**config.mk**
```make
export PLATFORM = sky130hd
export DESIGN_NAME = ecap_walker
export DESIGN_NICKNAME = d
export VERILOG_FILES = /design/src/rtl/ecw_pkg.sv /design/src/rtl/ecw_hdr_check.sv /design/src/rtl/ecw_visit_ctr.sv /design/src/rtl/ecap_walker.sv
export SDC_FILE = /design/constraint.sdc
export NUM_CORES = 1
export LEC_CHECK = 0
export ABC_AREA = 1
export BUFFER_PORTS_ARGS = -buffer_cell sky130_fd_sc_hd__buf_2
export CAP_MARGIN = 30
export CORE_MARGIN = 1
export CORE_UTILIZATION = 58
export CTS_CLUSTER_SIZE = 16
export DETAILED_ROUTE_END_ITERATION = 8
export GPL_TIMING_DRIVEN = 0
export PLACE_DENSITY = 0.95
export SYNTH_ARGS = -nofsm -noshare
export SYNTH_HDL_FRONTEND = slang
export SYNTH_SLANG_ARGS = --single-unit
```
**constraint.sdc**
```tcl
create_clock -name clk -period 5.3 [get_ports clk]
set_clock_uncertainty 0.15 [all_clocks]
set_input_delay 0 -clock clk [delete_from_list [all_inputs] [get_ports clk]]
set_output_delay 0 -clock clk [all_outputs]
set_load 0.03 [all_outputs]
```
**src/rtl/ecw_pkg.sv**
```systemverilog
// Shared constants and types for the extended capability list walker.
// Assumes a 4 KB configuration space addressed in bytes by 12 bits.
package ecw_pkg;
    localparam int OFS_W  = 12;
    localparam int ID_W   = 16;
    localparam int VER_W  = 4;
    localparam int WORD_W = ID_W + VER_W + OFS_W;

    localparam logic [OFS_W-1:0] EXT_BASE = 12'h100;
    localparam logic [OFS_W-1:0] EXT_LAST = 12'hFF8;

    // Header word layout, most significant field first.
    typedef struct packed {
        logic [OFS_W-1:0] nxt;
        logic [VER_W-1:0] ver;
        logic [ID_W-1:0]  id;
    } ecw_hdr_t;

    typedef enum logic [1:0] {
        ST_IDLE = 2'd0,
        ST_READ = 2'd1,
        ST_CMP  = 2'd2
    } ecw_state_e;
endpackage

```
**src/rtl/ecw_hdr_check.sv**
```systemverilog
// Combinational decode of one header word against the searched key.
// Assumes the word is the one just returned by the memory read.
// The outputs tell the sequencer which way the walk goes.
module ecw_hdr_check
    import ecw_pkg::*;
(
    input  logic [WORD_W-1:0] hdr_word,
    input  logic [ID_W-1:0]   want_id,
    input  logic              first_entry,
    output logic              is_empty,
    output logic              is_match,
    output logic              is_tail,
    output logic              link_bad
);
    ecw_hdr_t hdr;

    // Present the raw word as named fields.
    assign hdr = ecw_hdr_t'(hdr_word);

    // An all-zero word at the chain start means no capabilities exist.
    assign is_empty = first_entry && (hdr_word == '0);

    // A zero link closes the chain.
    assign is_tail = (hdr.nxt == '0);

    // A reserved key asks for the tail; otherwise compare the ID only.
    assign is_match = (want_id == '0) ? is_tail : (hdr.id == want_id);

    // A link must be word aligned and stay inside the extended window.
    assign link_bad = (hdr.nxt[1:0] != 2'b00) ||
                      (hdr.nxt < EXT_BASE)    ||
                      (hdr.nxt > EXT_LAST);
endmodule

```
**src/rtl/ecw_visit_ctr.sv**
```systemverilog
// Counts header reads in the current search and flags when the limit is reached.
// Assumes clear and step are never asserted together.
module ecw_visit_ctr #(
    parameter int MAX_VISITS = 1024
) (
    input  logic clk,
    input  logic rst_n,
    input  logic clear,
    input  logic step,
    output logic at_limit
);
    localparam int CW = $clog2(MAX_VISITS + 1);
    localparam logic [CW-1:0] LIMIT = CW'(MAX_VISITS);

    logic [CW-1:0] cnt;

    // Restart at each accepted request, advance on each header read.
    always_ff @(posedge clk) begin
        if (!rst_n) begin
            cnt <= '0;
        end else if (clear) begin
            cnt <= '0;
        end else if (step) begin
            cnt <= cnt + 1'b1;
        end
    end

    assign at_limit = (cnt == LIMIT);


    cnt_bound_chk: assert property (@(posedge clk) disable iff (!rst_n)
        cnt <= LIMIT);


    visit_cap_chk: assert property (@(posedge clk) disable iff (!rst_n)
        step |-> !at_limit);
endmodule

```
**src/rtl/ecap_walker.sv**
```systemverilog
// Sequencer that walks the extended capability chain starting at 0x100.
// Each step is one read cycle followed by one compare cycle. The result
// is published with a one-cycle done pulse and then held.
// Assumes the memory returns the addressed word one cycle after the strobe.
module ecap_walker
    import ecw_pkg::*;
#(
    parameter int MAX_VISITS = 1024
) (
    input  logic                clk,
    input  logic                rst_n,
    input  logic                req_valid,
    input  logic [ID_W-1:0]     req_id,
    output logic                busy,
    output logic                mem_rd_en,
    output logic [OFS_W-3:0]    mem_addr,
    input  logic [WORD_W-1:0]   mem_rdata,
    output logic                done,
    output logic                found,
    output logic                err,
    output logic [OFS_W-1:0]    hit_ofs,
    output logic [OFS_W-1:0]    prev_ofs
);
    localparam int WA_W = OFS_W - 2;
    localparam logic [WA_W-1:0] BASE_WA = EXT_BASE[OFS_W-1:2];

    ecw_state_e         state;
    logic [ID_W-1:0]    key;
    logic [WA_W-1:0]    cur_wa;
    logic [OFS_W-1:0]   cur_ofs;
    logic [OFS_W-1:0]   prv_ofs;

    logic is_empty, is_match, is_tail, link_bad, at_limit;
    logic accept;
    logic fin_now, fin_found, fin_err;
    logic [OFS_W-1:0] fin_hit, fin_prev;

    assign cur_ofs   = {cur_wa, 2'b00};
    assign accept    = (state == ST_IDLE) && req_valid;
    assign busy      = (state != ST_IDLE);
    assign mem_rd_en = (state == ST_READ);
    assign mem_addr  = cur_wa;

    ecw_hdr_check u_hdr_check (
        .hdr_word    (mem_rdata),
        .want_id     (key),
        .first_entry (prv_ofs == '0),
        .is_empty    (is_empty),
        .is_match    (is_match),
        .is_tail     (is_tail),
        .link_bad    (link_bad)
    );

    ecw_visit_ctr #(.MAX_VISITS(MAX_VISITS)) u_visit_ctr (
        .clk      (clk),
        .rst_n    (rst_n),
        .clear    (accept),
        .step     (mem_rd_en),
        .at_limit (at_limit)
    );

    // Decide in the compare cycle whether the walk ends and with what result.
    always_comb begin
        fin_now   = 1'b0;
        fin_found = 1'b0;
        fin_err   = 1'b0;
        fin_hit   = '0;
        fin_prev  = '0;
        if (state == ST_CMP) begin
            fin_now = 1'b1;
            if (is_empty) begin
                fin_now = 1'b1;
            end else if (is_match) begin
                fin_found = 1'b1;
                fin_hit   = cur_ofs;
                fin_prev  = prv_ofs;
            end else if (is_tail) begin
                fin_prev  = cur_ofs;
            end else if (link_bad || at_limit) begin
                fin_err   = 1'b1;
                fin_hit   = cur_ofs;
                fin_prev  = prv_ofs;
            end else begin
                fin_now   = 1'b0;
            end
        end
    end

    // Walk sequencer: accept, read, compare, then either follow the link or stop.
    always_ff @(posedge clk) begin
        if (!rst_n) begin
            state   <= ST_IDLE;
            key     <= '0;
            cur_wa  <= BASE_WA;
            prv_ofs <= '0;
        end else begin
            case (state)
                ST_IDLE: begin
                    if (req_valid) begin
                        key     <= req_id;
                        cur_wa  <= BASE_WA;
                        prv_ofs <= '0;
                        state   <= ST_READ;
                    end
                end
                ST_READ: begin
                    state <= ST_CMP;
                end
                ST_CMP: begin
                    if (fin_now) begin
                        state <= ST_IDLE;
                    end else begin
                        prv_ofs <= cur_ofs;
                        cur_wa  <= mem_rdata[WORD_W-1:WORD_W-WA_W];
                        state   <= ST_READ;
                    end
                end
                default: begin
                    state <= ST_IDLE;
                end
            endcase
        end
    end

    // Result registers: pulse done and capture the outcome when the walk ends.
    always_ff @(posedge clk) begin
        if (!rst_n) begin
            done     <= 1'b0;
            found    <= 1'b0;
            err      <= 1'b0;
            hit_ofs  <= '0;
            prev_ofs <= '0;
        end else begin
            done <= fin_now;
            if (fin_now) begin
                found    <= fin_found;
                err      <= fin_err;
                hit_ofs  <= fin_hit;
                prev_ofs <= fin_prev;
            end
        end
    end


    rd_single_chk: assert property (@(posedge clk) disable iff (!rst_n)
        mem_rd_en |=> !mem_rd_en);


    done_pulse_chk: assert property (@(posedge clk) disable iff (!rst_n)
        done |=> !done);


    done_after_read_chk: assert property (@(posedge clk) disable iff (!rst_n)
        done |-> $past(mem_rd_en, 2));


    addr_floor_chk: assert property (@(posedge clk) disable iff (!rst_n)
        mem_rd_en |-> (mem_addr >= BASE_WA));


    hit_range_chk: assert property (@(posedge clk) disable iff (!rst_n)
        (done && found) |-> (hit_ofs >= EXT_BASE && hit_ofs <= EXT_LAST && hit_ofs[1:0] == 2'b00));


    hold_chk: assert property (@(posedge clk) disable iff (!rst_n)
        (!busy && !done) |-> ($stable(hit_ofs) && $stable(prev_ofs) && $stable(found) && $stable(err)));
endmodule

```
==> impl_summary.log <==
[metrics] Die H: 83.0 um
[metrics] compound-gate portion of the synthesized area: 8.91%
[metrics] number of standard cells after synthesis: approximately 600
[metrics] via count of the first global-routing pass: ~4500
[metrics] global-route total usage across every layer: between 30% and 40%
[metrics] DRC marker count from the first detailed-route iteration: 400
[metrics] hpwl dp: 7160 um
[metrics] critical path buffer and inverter count: 3
[metrics] drt wl/cell: about 14 um
[metrics] Die ar.: 6890 um^2
[metrics] worst-path fanout max: 7
[metrics] final setup vio count: 0
[metrics] post-DR vias/cell: ~5.5
[metrics] portion of netlist area occupied by mux cells: 0%
[metrics] largest family of logic cells by synthesized area: simple AND/OR/NAND/NOR gates
[metrics] Power, Total: approximately 1.4 mW
[metrics] global-route met1 utilization: between 40% and 50%
[metrics] Netlist Area Pre-Place: about 3800 um^2
[metrics] GR Layer Usage met2: between 60 and 70%
[metrics] CTS buffer count: 9
[metrics] maximum vdd ir drop: 0.000267 V
[metrics] max-slew violations: 0
[metrics] Arrival @ worst endpoint: approximately 2.6 ns
[metrics] CP most frequent cell: nand2_1
[metrics] Hold Vio Cnt, Final: 0
[metrics] Synth Area in XOR/XNOR: 0.460%
[metrics] number of detailed-route iterations in the first pass: 8
[metrics] startpoint kind of the worst setup timing path: register
[metrics] area fraction in and, or, nand and nor cells after synthesis: about two fifths
[metrics] largest stage delay on the critical path: 0.56 ns
[metrics] source-to-sink clock delay at the later pin of the worst-skew pair: approximately 0.36 ns
[metrics] maximum number of pins on one net before global-route repair: 14
[metrics] total negative slack: 0 ns
[metrics] unrepaired setup endpoints after global routing: false
[metrics] I/O Pins: 90
[metrics] cell breakdown of the critical path: inv_1 -> ha_1 -> nand3_1 -> nor2_1 -> nand2_1 -> nand3_1 -> clkinv_1 -> nand4_4 -> nand2_4 -> nand2_1 -> dlygate4sd3_1 -> nand2_1 -> nor2_1
[metrics] pwr dens: ~280 nW/um^2
[metrics] drt drc: 0
[metrics] minimum setup slack in the final design: roughly 2.8 ns
[metrics] sequential area share after synthesis: 37.9%
[metrics] clock transition time at the flip-flop clock pins of the worst setup and hold paths: 0.08 ns
[metrics] achievable frequency: roughly 400 MHz
[metrics] filler cell count: roughly 430
[metrics] placer congestion estimate: just under 0.9
[metrics] met3 track demand over resource in global routing: under 10%
[metrics] number of buffers added on ports: 84
[metrics] number of sinks handled by clock tree synthesis: 72
[metrics] first-pass GRT wire length: between 20000 and 25000 um
[metrics] adder-cell area share of the yosys netlist: less than 1%
[metrics] shortest period the worst path allows: between 2 and 3 ns
[metrics] busiest layer in global routing: met2
[metrics] CTS H-Tree Depth: 3
[metrics] cts hold-fix bufs: 34
[metrics] Rows: 29
[metrics] standard cell core area: between 6000 and 7000 um^2
[metrics] outcome: finished, final reports clean
[metrics] maximum buffer depth of the clock tree: 2
[metrics] initial cell density of the core: 59.9%
[metrics] share of post-route cells with drive strength above 1: 19.4%
[metrics] synthesis-stage register bit count: between 70 and 80
[metrics] Slowest cell on crit path: dlygate4sd3_1
[metrics] Distinct cells, synth: 31
[metrics] warnings from Yosys: 0
[metrics] Post-Place Worst Slack: approximately 3.2 ns
[metrics] residual overflow from global routing: 0
[metrics] number of buffers added for setup after CTS: 0
[metrics] number of violations of the max-capacitance limit: 0
[metrics] per-instance average area after synthesis: roughly 6.2 um^2
[metrics] post-cts repair resize count: 0
[metrics] static leakage: ~2.4 nW
[metrics] Critical Path End Type: register
[metrics] count of vias placed by the detailed router: about 4600
[metrics] final critical-path share of the clock period: 47.5%
[metrics] number of nets in the layout: 797
[metrics] antenna cells: 0
[metrics] path class of the lowest-slack min-delay path: in -> reg
[metrics] Routed Wire Length: 11900 um
[metrics] required time worst endpoint: 5.41 ns
[metrics] x dimension of the die: a little over 80 um
[metrics] antenna violation net count after detailed routing: 0
[metrics] most common cell after layout, fill and taps aside: nand2_1
[metrics] Clock Root Buffer: clkbuf_8
[metrics] antenna violations before repair: 0
[metrics] CTS tree: done
[metrics] critical setup path kind: reg -> reg
[metrics] commonest non-fill, non-tap cells in the layout: nand2_1 (202), buf_2 (93), nor2_1 (87)
[metrics] cell family contributing the most delay on the critical path: simple AND/OR/NAND/NOR gates
[metrics] synthesis-to-layout area growth: 29.2%
[worst reg2reg max path, delay by kind of cell (launching register included)]
kind,cells,cell delay (ns)
flops,1,0.38
simple gates,9,0.88
fa+ha+maj,1,0.20
buf+inv,3,0.81
[sequential cells by signal, summed over array words and instances, names as in the netlist]
name / count
u_visit_ctr.cnt: 11
hit_ofs: 10
prev_ofs: 10
mem_addr: 10
prv_ofs: 10
key: 16
done: 1
err: 1
state: 2
found: 1
[logic make-up (layout without fill, tap and decap cells)]
logic type,count (synthesis),count (layout)
flip-flops,72,72
adder cells (fa/ha/maj),2,2
other,1,4
XOR/XNOR,2,2
buffers and inverters,105,239
AO/OA/AOI/OAI,67,67
AND/OR/NAND/NOR,363,363
[synth_stat cells, drive strengths merged]
master,count,share of area (%)
a21oi,44,5.8
buf,20,3.2
nor3b,2,0.39
nor3,5,0.79
inv,75,7.4
nand4,19,3.5
or2,1,0.16
a211oi,1,0.20
xor2,2,0.46
ha,2,0.66
nand3b,2,0.39
clkbuf,8,0.79
nor2,91,9.2
conb,1,0.099
nand2,207,21
clkinv,2,0.20
nand3,35,4.7
nor4,1,0.33
a31oi,1,0.16
dfxtp,72,38
o21ai,21,2.8
[metrics by stage]
step,area [um^2],util [%],hold WS [ns],std cells
after floorplan,3820,-,0.000668,615
after global placement,4330,68.2,0.124,776
after detailed placement,4330,68.2,0.134,776
after CTS,4920,77.4,0.0753,826
after global routing,4920,77.4,0.136,826
final,4920,77.4,0.0982,826
[where the power goes]
| group | switching (mW) | internal, mW | total, mW |
|---|---|---|---|
| Clock | 0.222 | 0.316 | 0.538 |
| Combinational | 0.155 | 0.0926 | 0.248 |
| Sequential | 0.0284 | 0.567 | 0.596 |
[worst paths after layout]
check / from / end / slack [ns] / depth (start not counted)
hold reg to reg: err$_SDFFE_PN0P_ / err$_SDFFE_PN0P_ / 0.31 / 2
setup reg to reg: u_visit_ctr.cnt[0]$_SDFFE_PP0P_ / mem_addr[2]$_SDFFE_PN0P_ / 2.78 / 13
setup / recovery: u_visit_ctr.cnt[0]$_SDFFE_PP0P_ / mem_addr[2]$_SDFFE_PN0P_ / 2.78 / 13
hold / removal: rst_n / prev_ofs[8]$_SDFFE_PN0P_ / 0.1 / 3
[routing by layer]
layer  wire length, um  vias up
met5                 0        -
met4               660        0
met3               969       79
met2              5790      294
met1              4500     2036
li1                  -     2155
[final cells by class]
type | instances | area, um^2 | area share [%]
tap | 77 | 96.3 | 1.96
inverter | 77 | 289 | 5.88
buffer | 28 | 150 | 3.05
multi-input combinational | 438 | 1940 | 39.4
clock buffer | 10 | 128 | 2.60
clock inverter | 6 | 115 | 2.34
sequential | 72 | 1440 | 29.3
timing repair buffer | 118 | 761 | 15.5
(Power assumes the default switching activity.)
